File: src/rtl/cbt_pkg.sv
package cbt_pkg;
    localparam int N_CAUSE     = 4;
    localparam int CAUSE_W     = $clog2(N_CAUSE);
    localparam int BLK_CNT_W   = 8;
    localparam int BLK_CYC_W   = 12;
    localparam int BLK_TICK_W  = 16;

    // access / snoop cause bit positions
    localparam int BLK_NO_MISS_ENTRY = 0;
    localparam int BLK_NO_TARGET     = 1;
    localparam int BLK_NO_WB_BUF     = 2;
    localparam int BLK_COHERENCE     = 3;

    // bus-request cause bit positions
    localparam int REQ_MISS      = 0;
    localparam int REQ_WRITEBACK = 1;
    localparam int REQ_COHERENCE = 2;
    localparam int REQ_PREFETCH  = 3;
endpackage

File: src/rtl/cbt_cause_vec.sv
module cbt_cause_vec #(
    parameter int W = 4,
    localparam int IW = (W > 1) ? $clog2(W) : 1
) (
    input  logic          clk,
    input  logic          rst,
    input  logic          set_vld,
    input  logic [IW-1:0] set_idx,
    input  logic          clr_vld,
    input  logic [IW-1:0] clr_idx,
    output logic [W-1:0]  vec_o,
    output logic          rise_o,
    output logic          fall_o,
    output logic          rise_now_o,
    output logic          fall_now_o
);
    typedef struct packed {
        logic [W-1:0] vec;
        logic         rise;
        logic         fall;
    } st_t;

    st_t st_d, st_q;
    logic [W-1:0] set_m, clr_m, nxt;

    always_comb begin
        set_m      = set_vld ? (W'(1) << set_idx) : '0;
        clr_m      = clr_vld ? (W'(1) << clr_idx) : '0;
        nxt        = (st_q.vec | set_m) & ~clr_m;   // clear dominates
        rise_now_o = (st_q.vec == '0) && (nxt != '0);
        fall_now_o = (st_q.vec != '0) && (nxt == '0);
        st_d       = st_q;
        st_d.vec   = nxt;
        st_d.rise  = rise_now_o;
        st_d.fall  = fall_now_o;
    end

    always_ff @(posedge clk) begin
        if (rst) st_q <= '0;
        else     st_q <= st_d;
    end

    assign vec_o  = st_q.vec;
    assign rise_o = st_q.rise;
    assign fall_o = st_q.fall;

    AST_RISE_FROM_EMPTY: assert property (@(posedge clk) disable iff (rst)
        st_q.rise |-> ($past(st_q.vec) == '0 && st_q.vec != '0));
    AST_FALL_TO_EMPTY: assert property (@(posedge clk) disable iff (rst)
        st_q.fall |-> ($past(st_q.vec) != '0 && st_q.vec == '0));
    AST_CLEAR_WINS: assert property (@(posedge clk) disable iff (rst)
        $past(clr_vld) |-> !st_q.vec[$past(clr_idx)]);
    AST_SET_TAKES: assert property (@(posedge clk) disable iff (rst)
        ($past(set_vld) && !($past(clr_vld) && $past(clr_idx) == $past(set_idx)))
        |-> st_q.vec[$past(set_idx)]);
endmodule

File: src/rtl/cbt_blk_stats.sv
module cbt_blk_stats #(
    parameter int N      = 4,
    parameter int CNT_W  = 8,
    parameter int CYC_W  = 12,
    parameter int TICK_W = 16,
    localparam int IW    = (N > 1) ? $clog2(N) : 1,
    localparam int SUM_W = ((CYC_W > TICK_W) ? CYC_W : TICK_W) + 1
) (
    input  logic               clk,
    input  logic               rst,
    input  logic               start_evt,
    input  logic [IW-1:0]      start_idx,
    input  logic               end_evt,
    input  logic [IW-1:0]      end_idx,
    output logic [N*CNT_W-1:0] cnt_flat,
    output logic [N*CYC_W-1:0] cyc_flat
);
    typedef struct packed {
        logic [TICK_W-1:0]         tick;
        logic [TICK_W-1:0]         start;
        logic [N-1:0][CNT_W-1:0]   cnt;
        logic [N-1:0][CYC_W-1:0]   cyc;
    } st_t;

    localparam logic [SUM_W-1:0] CYC_MAX = SUM_W'({CYC_W{1'b1}});

    st_t st_d, st_q;
    logic [TICK_W-1:0] elapsed;
    logic [SUM_W-1:0]  sum;

    always_comb begin
        st_d      = st_q;
        st_d.tick = st_q.tick + 1'b1;
        elapsed   = st_q.tick - st_q.start;
        sum       = SUM_W'(st_q.cyc[end_idx]) + SUM_W'(elapsed);
        if (start_evt) begin
            st_d.start = st_q.tick;
            if (st_q.cnt[start_idx] != '1)
                st_d.cnt[start_idx] = st_q.cnt[start_idx] + 1'b1;
        end
        if (end_evt) begin
            st_d.cyc[end_idx] = (sum > CYC_MAX) ? '1 : sum[CYC_W-1:0];
        end
    end

    always_ff @(posedge clk) begin
        if (rst) st_q <= '0;
        else     st_q <= st_d;
    end

    assign cnt_flat = st_q.cnt;
    assign cyc_flat = st_q.cyc;

    for (genvar i = 0; i < N; i++) begin : g_chk
        AST_CNT_NO_WRAP: assert property (@(posedge clk) disable iff (rst)
            (!$past(rst) && $past(st_q.cnt[i]) != '0) |-> (st_q.cnt[i] >= $past(st_q.cnt[i])));
        AST_CYC_NO_WRAP: assert property (@(posedge clk) disable iff (rst)
            (!$past(rst) && $past(st_q.cyc[i]) != '0) |-> (st_q.cyc[i] >= $past(st_q.cyc[i])));
    end
endmodule

File: src/rtl/cache_block_tracker.sv
module cache_block_tracker
    import cbt_pkg::*;
#(
    parameter int N      = N_CAUSE,
    parameter int CNT_W  = BLK_CNT_W,
    parameter int CYC_W  = BLK_CYC_W,
    parameter int TICK_W = BLK_TICK_W,
    localparam int IW    = (N > 1) ? $clog2(N) : 1
) (
    input  logic               clk,
    input  logic               rst,
    input  logic               acc_set_vld,
    input  logic [IW-1:0]      acc_set_cause,
    input  logic               snp_set_vld,
    input  logic [IW-1:0]      snp_set_cause,
    input  logic               clr_vld,
    input  logic [IW-1:0]      clr_cause,
    input  logic               req_set_vld,
    input  logic [IW-1:0]      req_set_cause,
    input  logic               req_clr_vld,
    input  logic [IW-1:0]      req_clr_cause,
    input  logic               retry_wait,
    output logic [N-1:0]       acc_vec,
    output logic [N-1:0]       snp_vec,
    output logic [N-1:0]       req_vec,
    output logic               cpu_blocked,
    output logic               cpu_block_evt,
    output logic               cpu_unblock_evt,
    output logic               mem_blocked,
    output logic               mem_block_evt,
    output logic               mem_unblock_evt,
    output logic               req_launch,
    output logic [N*CNT_W-1:0] blk_count,
    output logic [N*CYC_W-1:0] blk_cycles
);
    typedef struct packed {
        logic launch;
    } top_st_t;

    top_st_t st_d, st_q;
    logic acc_rise_now, acc_fall_now;
    logic snp_rise_now, snp_fall_now;
    logic req_rise_now, req_fall_now;
    logic req_rise_q, req_fall_q;

    cbt_cause_vec #(.W(N)) u_acc (
        .clk(clk), .rst(rst),
        .set_vld(acc_set_vld), .set_idx(acc_set_cause),
        .clr_vld(clr_vld), .clr_idx(clr_cause),
        .vec_o(acc_vec), .rise_o(cpu_block_evt), .fall_o(cpu_unblock_evt),
        .rise_now_o(acc_rise_now), .fall_now_o(acc_fall_now)
    );

    cbt_cause_vec #(.W(N)) u_snp (
        .clk(clk), .rst(rst),
        .set_vld(snp_set_vld), .set_idx(snp_set_cause),
        .clr_vld(clr_vld), .clr_idx(clr_cause),
        .vec_o(snp_vec), .rise_o(mem_block_evt), .fall_o(mem_unblock_evt),
        .rise_now_o(snp_rise_now), .fall_now_o(snp_fall_now)
    );

    cbt_cause_vec #(.W(N)) u_req (
        .clk(clk), .rst(rst),
        .set_vld(req_set_vld), .set_idx(req_set_cause),
        .clr_vld(req_clr_vld), .clr_idx(req_clr_cause),
        .vec_o(req_vec), .rise_o(req_rise_q), .fall_o(req_fall_q),
        .rise_now_o(req_rise_now), .fall_now_o(req_fall_now)
    );

    cbt_blk_stats #(.N(N), .CNT_W(CNT_W), .CYC_W(CYC_W), .TICK_W(TICK_W)) u_stats (
        .clk(clk), .rst(rst),
        .start_evt(acc_rise_now), .start_idx(acc_set_cause),
        .end_evt(acc_fall_now), .end_idx(clr_cause),
        .cnt_flat(blk_count), .cyc_flat(blk_cycles)
    );

    always_comb begin
        st_d        = st_q;
        st_d.launch = req_rise_now && !retry_wait;
    end

    always_ff @(posedge clk) begin
        if (rst) st_q <= '0;
        else     st_q <= st_d;
    end

    assign req_launch  = st_q.launch;
    assign cpu_blocked = (acc_vec != '0);
    assign mem_blocked = (snp_vec != '0);

    AST_LAUNCH_NOT_IN_RETRY: assert property (@(posedge clk) disable iff (rst)
        req_launch |-> !$past(retry_wait));
    AST_LAUNCH_ON_FIRST: assert property (@(posedge clk) disable iff (rst)
        req_launch |-> req_rise_q);
    AST_LAUNCH_NOT_ON_FALL: assert property (@(posedge clk) disable iff (rst)
        req_fall_q |-> !req_launch);
    AST_REQ_EMPTY_AFTER_FALL: assert property (@(posedge clk) disable iff (rst)
        req_fall_now |=> (req_vec == '0));
    AST_CPU_EVT_LEVEL: assert property (@(posedge clk) disable iff (rst)
        cpu_block_evt |-> cpu_blocked);
    AST_CPU_EDGES_EXCL: assert property (@(posedge clk) disable iff (rst)
        !(cpu_block_evt && cpu_unblock_evt));
    AST_MEM_RISE_BLOCKS: assert property (@(posedge clk) disable iff (rst)
        snp_rise_now |=> mem_blocked);
    AST_MEM_FALL_FREES: assert property (@(posedge clk) disable iff (rst)
        snp_fall_now |=> !mem_blocked);
    AST_CLR_BOTH_PATHS: assert property (@(posedge clk) disable iff (rst)
        $past(clr_vld) |-> (!acc_vec[$past(clr_cause)] && !snp_vec[$past(clr_cause)]));
endmodule

File: config.mk
export PLATFORM = sky130hd
export DESIGN_NAME = cache_block_tracker
export DESIGN_NICKNAME = d
export VERILOG_FILES = /design/src/rtl/cbt_pkg.sv /design/src/rtl/cbt_cause_vec.sv /design/src/rtl/cbt_blk_stats.sv /design/src/rtl/cache_block_tracker.sv
export SDC_FILE = /design/constraint.sdc
export NUM_CORES = 1
export LEC_CHECK = 0
export ABC_AREA = 1
export BUFFER_PORTS_ARGS = -buffer_cell sky130_fd_sc_hd__buf_2
export CAP_MARGIN = 25
export CELL_PAD_IN_SITES_DETAIL_PLACEMENT = 2
export CELL_PAD_IN_SITES_GLOBAL_PLACEMENT = 2
export CORE_ASPECT_RATIO = 0.5
export CORE_MARGIN = 2
export CORE_UTILIZATION = 32
export CTS_CLUSTER_DIAMETER = 30
export DETAILED_ROUTE_END_ITERATION = 6
export GPL_ROUTABILITY_DRIVEN = 0
export GPL_TIMING_DRIVEN = 0
export PLACE_DENSITY = 0.8
export SETUP_SLACK_MARGIN = 0.1
export SLEW_MARGIN = 5
export SYNTH_ARGS = -nofsm -noshare
export SYNTH_HDL_FRONTEND = slang
export SYNTH_HIERARCHICAL = 1
export SYNTH_SLANG_ARGS = --single-unit
File: constraint.sdc
create_clock -name clk -period 3.9 [get_ports clk]
set_input_delay 0.39 -clock clk [delete_from_list [all_inputs] [get_ports clk]]
set_output_delay 0.39 -clock clk [all_outputs]
set_load 0.02 [all_outputs]
==> impl_metrics.tcl, run 1 <==
set metrics [dict create \
    design.portCount 117 \
    cts_tree "yes" \
    crit_path_end "u_stats/cyc_flat[14]" \
    clkSlewWorstSetupHoldPaths_ns 0.06 \
    timing.final.hold_violations 0 \
    p_sw_share_pct 37.19 \
    reg2reg_slack_ns 0.39 \
    setup-tns-final_ns 0 \
    maximum_buffer_depth_of_the_clock_tree 2 \
    num_vias 8388 \
    cts.sink_count 129 \
    power_per_cell_area_nw_per_um2 454.5 \
    final_cell_area_sq_um 9846 \
    pin_count_of_the_biggest_net_entering_global_routing 19 \
    synth_area_per_cell_sq_um 6.710 \
    clkLatencyLatePin_ns 0.45 \
    grt_setup_unrepaired "false" \
    placed_cells 1682 \
    tightest_slew_ns 0.9131 \
    synth_fp_nets 1271 \
    worstPathArrival_ns 3.91 \
    seqPwrFrac_pct 32.5 \
    ctsRootBufferMaster "sky130_fd_sc_hd__clkbuf_16" \
    total_leakage_power_nw 5.099 \
    routed_wl_microns 30140 \
    reg2reg_from "u_stats/st_q[96]" \
    layout_cell_share_with_drive_strength_beyond_1_pct 21.79 \
    slew_headroom_pct 39.13 \
    dp_hpwl_microns 22930 \
    sum_of_overflow_across_all_layers_after_global_routing 0 \
    internal_power_consumption_mw 2.811 \
    num-fill-cells 3058 \
    max_freq_ghz 0.2805 \
    netsw_mw 1.664 \
    worst_r2r_endpoint "u_stats/cyc_flat[7]" \
    setup_violations 0 \
    total_power_mw 4.474 \
    design.core.area_sq_um 25190 \
    antenna_violations_before_repair 0 \
    timing.max_cap.violations 0 \
    drt_pre_antenna_iters 4 \
    hp-start "retry_wait" \
    cts_max_level 4 \
    syn-instance-count 1222 \
    critPathMaxFanout 10 \
    fp.dieArea_sq_um 27000 \
    layout.cells.most_common "sky130_fd_sc_hd__nand2_1" \
    detail_route.iter0.violations 309 \
    setup.worst_path.start "clr_cause[0]" \
    initial_core_util_pct 32.55 \
    worstPathCellList "buf_2 > nor2_1 > clkbuf_1 > a22oi_1 > o221ai_1 > ha_1 > inv_1 > fa_1 > inv_1 > nand3_1 > nand3_1 > nand2_1 > nand2_1 > nand2_1 > nand2_1 > buf_6 > buf_4 > nand4_1 > nand2_1 > inv_1" \
    crit_required_ns 4.24 \
    post_synthesis_cell_area_sq_um 8199 \
    drv_slew 0 \
    worstRegToRegCells 24 \
    die-width_microns 230.4 \
    final_net_count 1409 \
    area.sequential_sq_um 2582 \
    vdd_drop_max_mv 0.2212 \
    antenna_cells_inserted 0 \
    drc 0 \
    synth_warnings 6 \
    min_path_type "primary input to flop" \
    finalCoreUtilization_pct 39.09 \
    critPathMaxStageDelay_ns 0.62 \
    vias_per_cell 4.888 \
    worstSetupStartpointType "primary input" \
    cts_buffers 17 \
    timing.critical_path.slowest_stage_cell "sky130_fd_sc_hd__clkbuf_1" \
    avgRoutedWirePerCell_microns 17.57 \
    finalClockSkew_ns 0.008590 \
    flow.area_growth_from_synthesis_pct 20.08 \
    first_global_vias 9043 \
    layoutNonFillerInstCount 1716 \
    grtUsageTotal_pct 22.72 \
    io_buffers 116 \
    outcome "complete, no violations" \
    wire_length_of_the_first_global_routing_pass_microns 47030 \
    period_minus_slack_ns 3.565 \
    power_frac_clock_pct 35.6 \
    floorplan.rows 41 \
    dpl_cell_area_sq_um 9210 \
    critPathCaptureType "flop" \
    most_used_cells_in_the_layout_excluding_fill_and_tap_cells "240 x sky130_fd_sc_hd__nand2_1, 206 x sky130_fd_sc_hd__inv_1, 146 x sky130_fd_sc_hd__nor2_1" \
    cpMostUsedCell "sky130_fd_sc_hd__nand2_1" \
    combPwrFrac_pct 31.9 \
    timing.setup.critical_path_class "primary input to flop" \
    finalCritPeriodShare_pct 91.41 \
    multiInputGateArea_sq_um 4011 \
    ctsHoldBuffers 0 \
    drtAntennaViolNets 0 \
    die_h_microns 117.2 \
]
worst max-delay path: cells and delay by family:
kind,cells,cell delay [ns]
buf+inv,7,1.36
compound gates,2,0.43
fa+ha+maj,2,0.67
simple gates,9,1.03
per-stage QoR:
step | setup WS (ns) | hold WS [ns]
floorplan | 0.8315 | 0.4173
global placement | -0.01105 | 0.4291
detailed placement | -0.1948 | 0.4394
CTS | 0.1048 | 0.1868
global route | 0.1026 | 0.2068
finish | 0.3350 | 0.2086
power by group through the flow:
stage | logic, mW | clock network [mW] | registers, mW
2_1_floorplan | 0.942 | 0 | 1.48
3_3_place_gp | 1.30 | 0 | 1.48
3_5_place_dp | 1.37 | 0 | 1.48
4_1_cts | 1.39 | 1.63 | 1.46
5_1_grt | 1.57 | 1.69 | 1.46
6_report | 1.43 | 1.59 | 1.45
registers in the layout, summed over array words and instances, names as in the netlist:
register          flops
u_stats/cnt_flat     32
u_snp/fall_o          1
u_acc/vec_o           4
req_launch            1
u_acc/rise_o          1
u_acc/fall_o          1
u_snp/vec_o           4
u_stats/cyc_flat     48
u_req/vec_o           4
u_snp/rise_o          1
u_stats/st_q         32
area by class of cell:
| class | count | area share (%) |
|---|---|---|
| tap | 344 | 4.372 |
| buffer | 123 | 8.654 |
| clock buffer | 20 | 4.537 |
| sequential | 129 | 26.23 |
| timing repair buffer | 119 | 6.125 |
| inverter | 214 | 8.171 |
| clock inverter | 11 | 1.169 |
| multi-input combinational | 756 | 40.74 |
what timing repair did:
item,4_1_cts,5_1_grt
buffers inserted,0,3
setup endpoints to repair,27,48
pin swaps,0,8
hold endpoints to repair,0,0
resized for setup,7,17
per-layer routing:
layer | track usage (%) | part of all wire, % | up-vias
li1 | - | - | 4071
met1 | 25.80 | 44 | 4138
met2 | 43.25 | 51 | 135
met3 | 4.288 | 3.4 | 44
met4 | 8.129 | 1.7 | 0
met5 | 0 | 0 | -
worst min-delay path by stage:
stage                       endpoint  slack (ns)  cells after the start
floorplan           u_stats/st_q[96]        0.42                      1
global placement    u_stats/st_q[96]        0.43                      1
detailed placement  u_stats/st_q[96]        0.44                      1
CTS                       req_launch        0.19                      4
global route              req_launch        0.21                      4
finish                    req_launch        0.21                      4
Power figures use the tool's default switching activity.
==> run 2: changes to the inputs <==
Settings changed: CORE_UTILIZATION 32 to 33, PLACE_DENSITY 0.8 to 0.81, SYNTH_HIERARCHICAL 1 to not set.
==> impl_metrics.tcl, run 2 <==
set metrics [dict create \
    synth_area_per_cell_sq_um 7.046 \
    vdd_drop_max_mv 0.2087 \
    dp_hpwl_microns 22650 \
    layoutNonFillerInstCount 1642 \
    timing.max_cap.violations 0 \
    timing.hold.ws_ns 0.1370 \
    critPathCaptureType "flop" \
    synth_fp_nets 1207 \
    worstSetupStartpointType "primary input" \
    outcome "complete, no violations" \
    vias_per_cell 4.884 \
    fin_ws_ns 0.3093 \
    cts_max_level 4 \
    drt_pre_antenna_iters 4 \
    detail_route.iter0.violations 315 \
    routed_wl_microns 30170 \
    post_synth_main_area_contributors "sky130_fd_sc_hd__dfxtp_1 32%, sky130_fd_sc_hd__nand2_1 9.9%, sky130_fd_sc_hd__inv_1 8.7%" \
    synthDistinctLibCells 46 \
    placed_cells 1609 \
    worstPathArrival_ns 3.94 \
    avgRoutedWirePerCell_microns 18.37 \
    num_vias 8019 \
    ctsHoldBuffers 0 \
    final_net_count 1344 \
    share_of_flip_flops_with_an_asynchronous_set_or_reset_after_synthesis_pct 0 \
    period_minus_slack_ns 3.591 \
    sum_of_overflow_across_all_layers_after_global_routing 0 \
    total_leakage_power_nw 4.991 \
    synth-seq-cells 129 \
    design.portCount 117 \
    tightest_slew_ns 0.9580 \
    clkSlewWorstSetupHoldPaths_ns 0.06 \
    layout.cells.most_common "sky130_fd_sc_hd__nand2_1" \
    grt_setup_unrepaired "false" \
    cts.sink_count 129 \
    post_synthesis_cell_area_sq_um 8159 \
    yosysTopAreaCell "sky130_fd_sc_hd__dfxtp_1" \
    timing.final.hold_violations 0 \
    finalCritPeriodShare_pct 92.07 \
    ctsRootBufferMaster "sky130_fd_sc_hd__clkbuf_16" \
    drv_slew 0 \
    flow.area_growth_from_synthesis_pct 20.30 \
    antenna_violations_before_repair 0 \
    dp_slack_ns -0.2392 \
    syn-instance-count 1158 \
    die_h_microns 115.2 \
    crit_required_ns 4.25 \
    antenna_cells_inserted 0 \
    wire_length_of_the_first_global_routing_pass_microns 47130 \
    first_global_vias 8825 \
    die-width_microns 226.4 \
    dpl_cell_area_sq_um 9155 \
    drtAntennaViolNets 0 \
    finalClockSkew_ns 0.008439 \
    final_cell_area_sq_um 9816 \
    synth_top_cells_by_count "215 x sky130_fd_sc_hd__nand2_1, 189 x sky130_fd_sc_hd__inv_1, 129 x sky130_fd_sc_hd__dfxtp_1" \
    largest_reg_flops 48 \
    yosysMostFrequentCell "sky130_fd_sc_hd__nand2_1" \
    slew_headroom_pct 36.13 \
    pin_count_of_the_biggest_net_entering_global_routing 17 \
    io_buffers 115 \
    drc 0 \
    timing.setup.critical_path_class "primary input to flop" \
    synth_warnings 0 \
    cts_tree "yes" \
    synth_enable_flop_cells 0 \
    clkLatencyLatePin_ns 0.45 \
    synth.yosys.seq_area_share_pct 31.65 \
    synth_top_area_share_pct 31.65 \
    cts_buffers 17 \
    layout_cell_share_with_drive_strength_beyond_1_pct 24.50 \
    fp.dieArea_sq_um 26070 \
    setup-tns-final_ns 0 \
    floorplan.rows 40 \
    min_path_type "primary input to flop" \
    max_freq_ghz 0.2785 \
    grtUsageTotal_pct 23.82 \
    maximum_buffer_depth_of_the_clock_tree 2 \
    total_power_mw 4.460 \
    most_used_cells_in_the_layout_excluding_fill_and_tap_cells "213 x sky130_fd_sc_hd__nand2_1, 189 x sky130_fd_sc_hd__inv_1, 129 x sky130_fd_sc_hd__dfxtp_1" \
    finalCoreUtilization_pct 40.69 \
    critPathMaxFanout 10 \
    yosys_most_used_dff "sky130_fd_sc_hd__dfxtp_1" \
    power_per_cell_area_nw_per_um2 454.4 \
    initial_core_util_pct 33.82 \
    design.core.area_sq_um 24120 \
    setup_violations 0 \
]
==> run 2: cells by family after synthesis <==
| group | after synthesis | synth area share [%] |
|---|---|---|
| simple gates | 465 | 26.10 |
| buf+inv | 321 | 19.71 |
| compound gates | 184 | 14.60 |
| flops | 129 | 31.65 |
| fa+ha+maj | 31 | 4.938 |
| xor+xnor | 28 | 3.006 |
==> run 2: routing by layer <==
layer,wire [microns],track usage [%]
met1,13580,28.42
met2,14860,42.90
met3,996,4.319
met4,736,9.254
met5,0,0
==> run 2: layout make-up <==
cell class | count | area, sq um
Inverter | 197 | 742.0
Tap cell | 336 | 420.4
Fill cell | 2928 | 14310
Multi-Input combinational cell | 708 | 4011
Clock buffer | 22 | 494.2
Sequential cell | 129 | 2582
Buffer | 124 | 912.1
Timing Repair Buffer | 118 | 598.1
Clock inverter | 8 | 55.05
==> run 2: path summary, 6_finish.rpt <==
check / from / to / slack (ns) / cells past startpoint
worst max-delay path: clr_cause[1] / u_stats.cyc_flat[32] / 0.31 / 22
worst min-delay path: retry_wait / req_launch / 0.14 / 2
worst max register to register: u_stats.st_q[96] / u_stats.cyc_flat[40] / 0.34 / 24
worst min register to register: u_stats.st_q[96] / u_stats.st_q[96] / 0.44 / 1
==> run 2: worst max-delay path, stage by stage <==
cell and delay [ns]:
sky130_fd_sc_hd__buf_2 0.11, sky130_fd_sc_hd__inv_1 0.07, sky130_fd_sc_hd__nand2_1 0.18, sky130_fd_sc_hd__inv_1 0.17, sky130_fd_sc_hd__clkbuf_1 0.68, sky130_fd_sc_hd__a22oi_1 0.21, sky130_fd_sc_hd__o221ai_1 0.17, sky130_fd_sc_hd__ha_1 0.22
sky130_fd_sc_hd__inv_1 0.06, sky130_fd_sc_hd__fa_1 0.42, sky130_fd_sc_hd__inv_1 0.10, sky130_fd_sc_hd__nand3_1 0.08, sky130_fd_sc_hd__nand3_1 0.13, sky130_fd_sc_hd__nand2_1 0.07, sky130_fd_sc_hd__nand2_1 0.10, sky130_fd_sc_hd__nand2_1 0.08
sky130_fd_sc_hd__nand2_2 0.10, sky130_fd_sc_hd__buf_6 0.16, sky130_fd_sc_hd__buf_6 0.16, sky130_fd_sc_hd__nand4_1 0.13, sky130_fd_sc_hd__nand2_1 0.10, sky130_fd_sc_hd__inv_1 0.04
==> run 2: what timing repair did <==
item,4_1_cts,5_1_grt
setup buffers,0,3
resized for setup,8,25
endpoints found under the setup margin,43,46
pin swaps,0,5
==> run 2: power by group <==
part / switching (mW) / internal [mW]
Sequential: 0.0537 / 1.40
Combinational: 0.977 / 0.488
Clock: 0.655 / 0.887
Total: 1.69 / 2.77
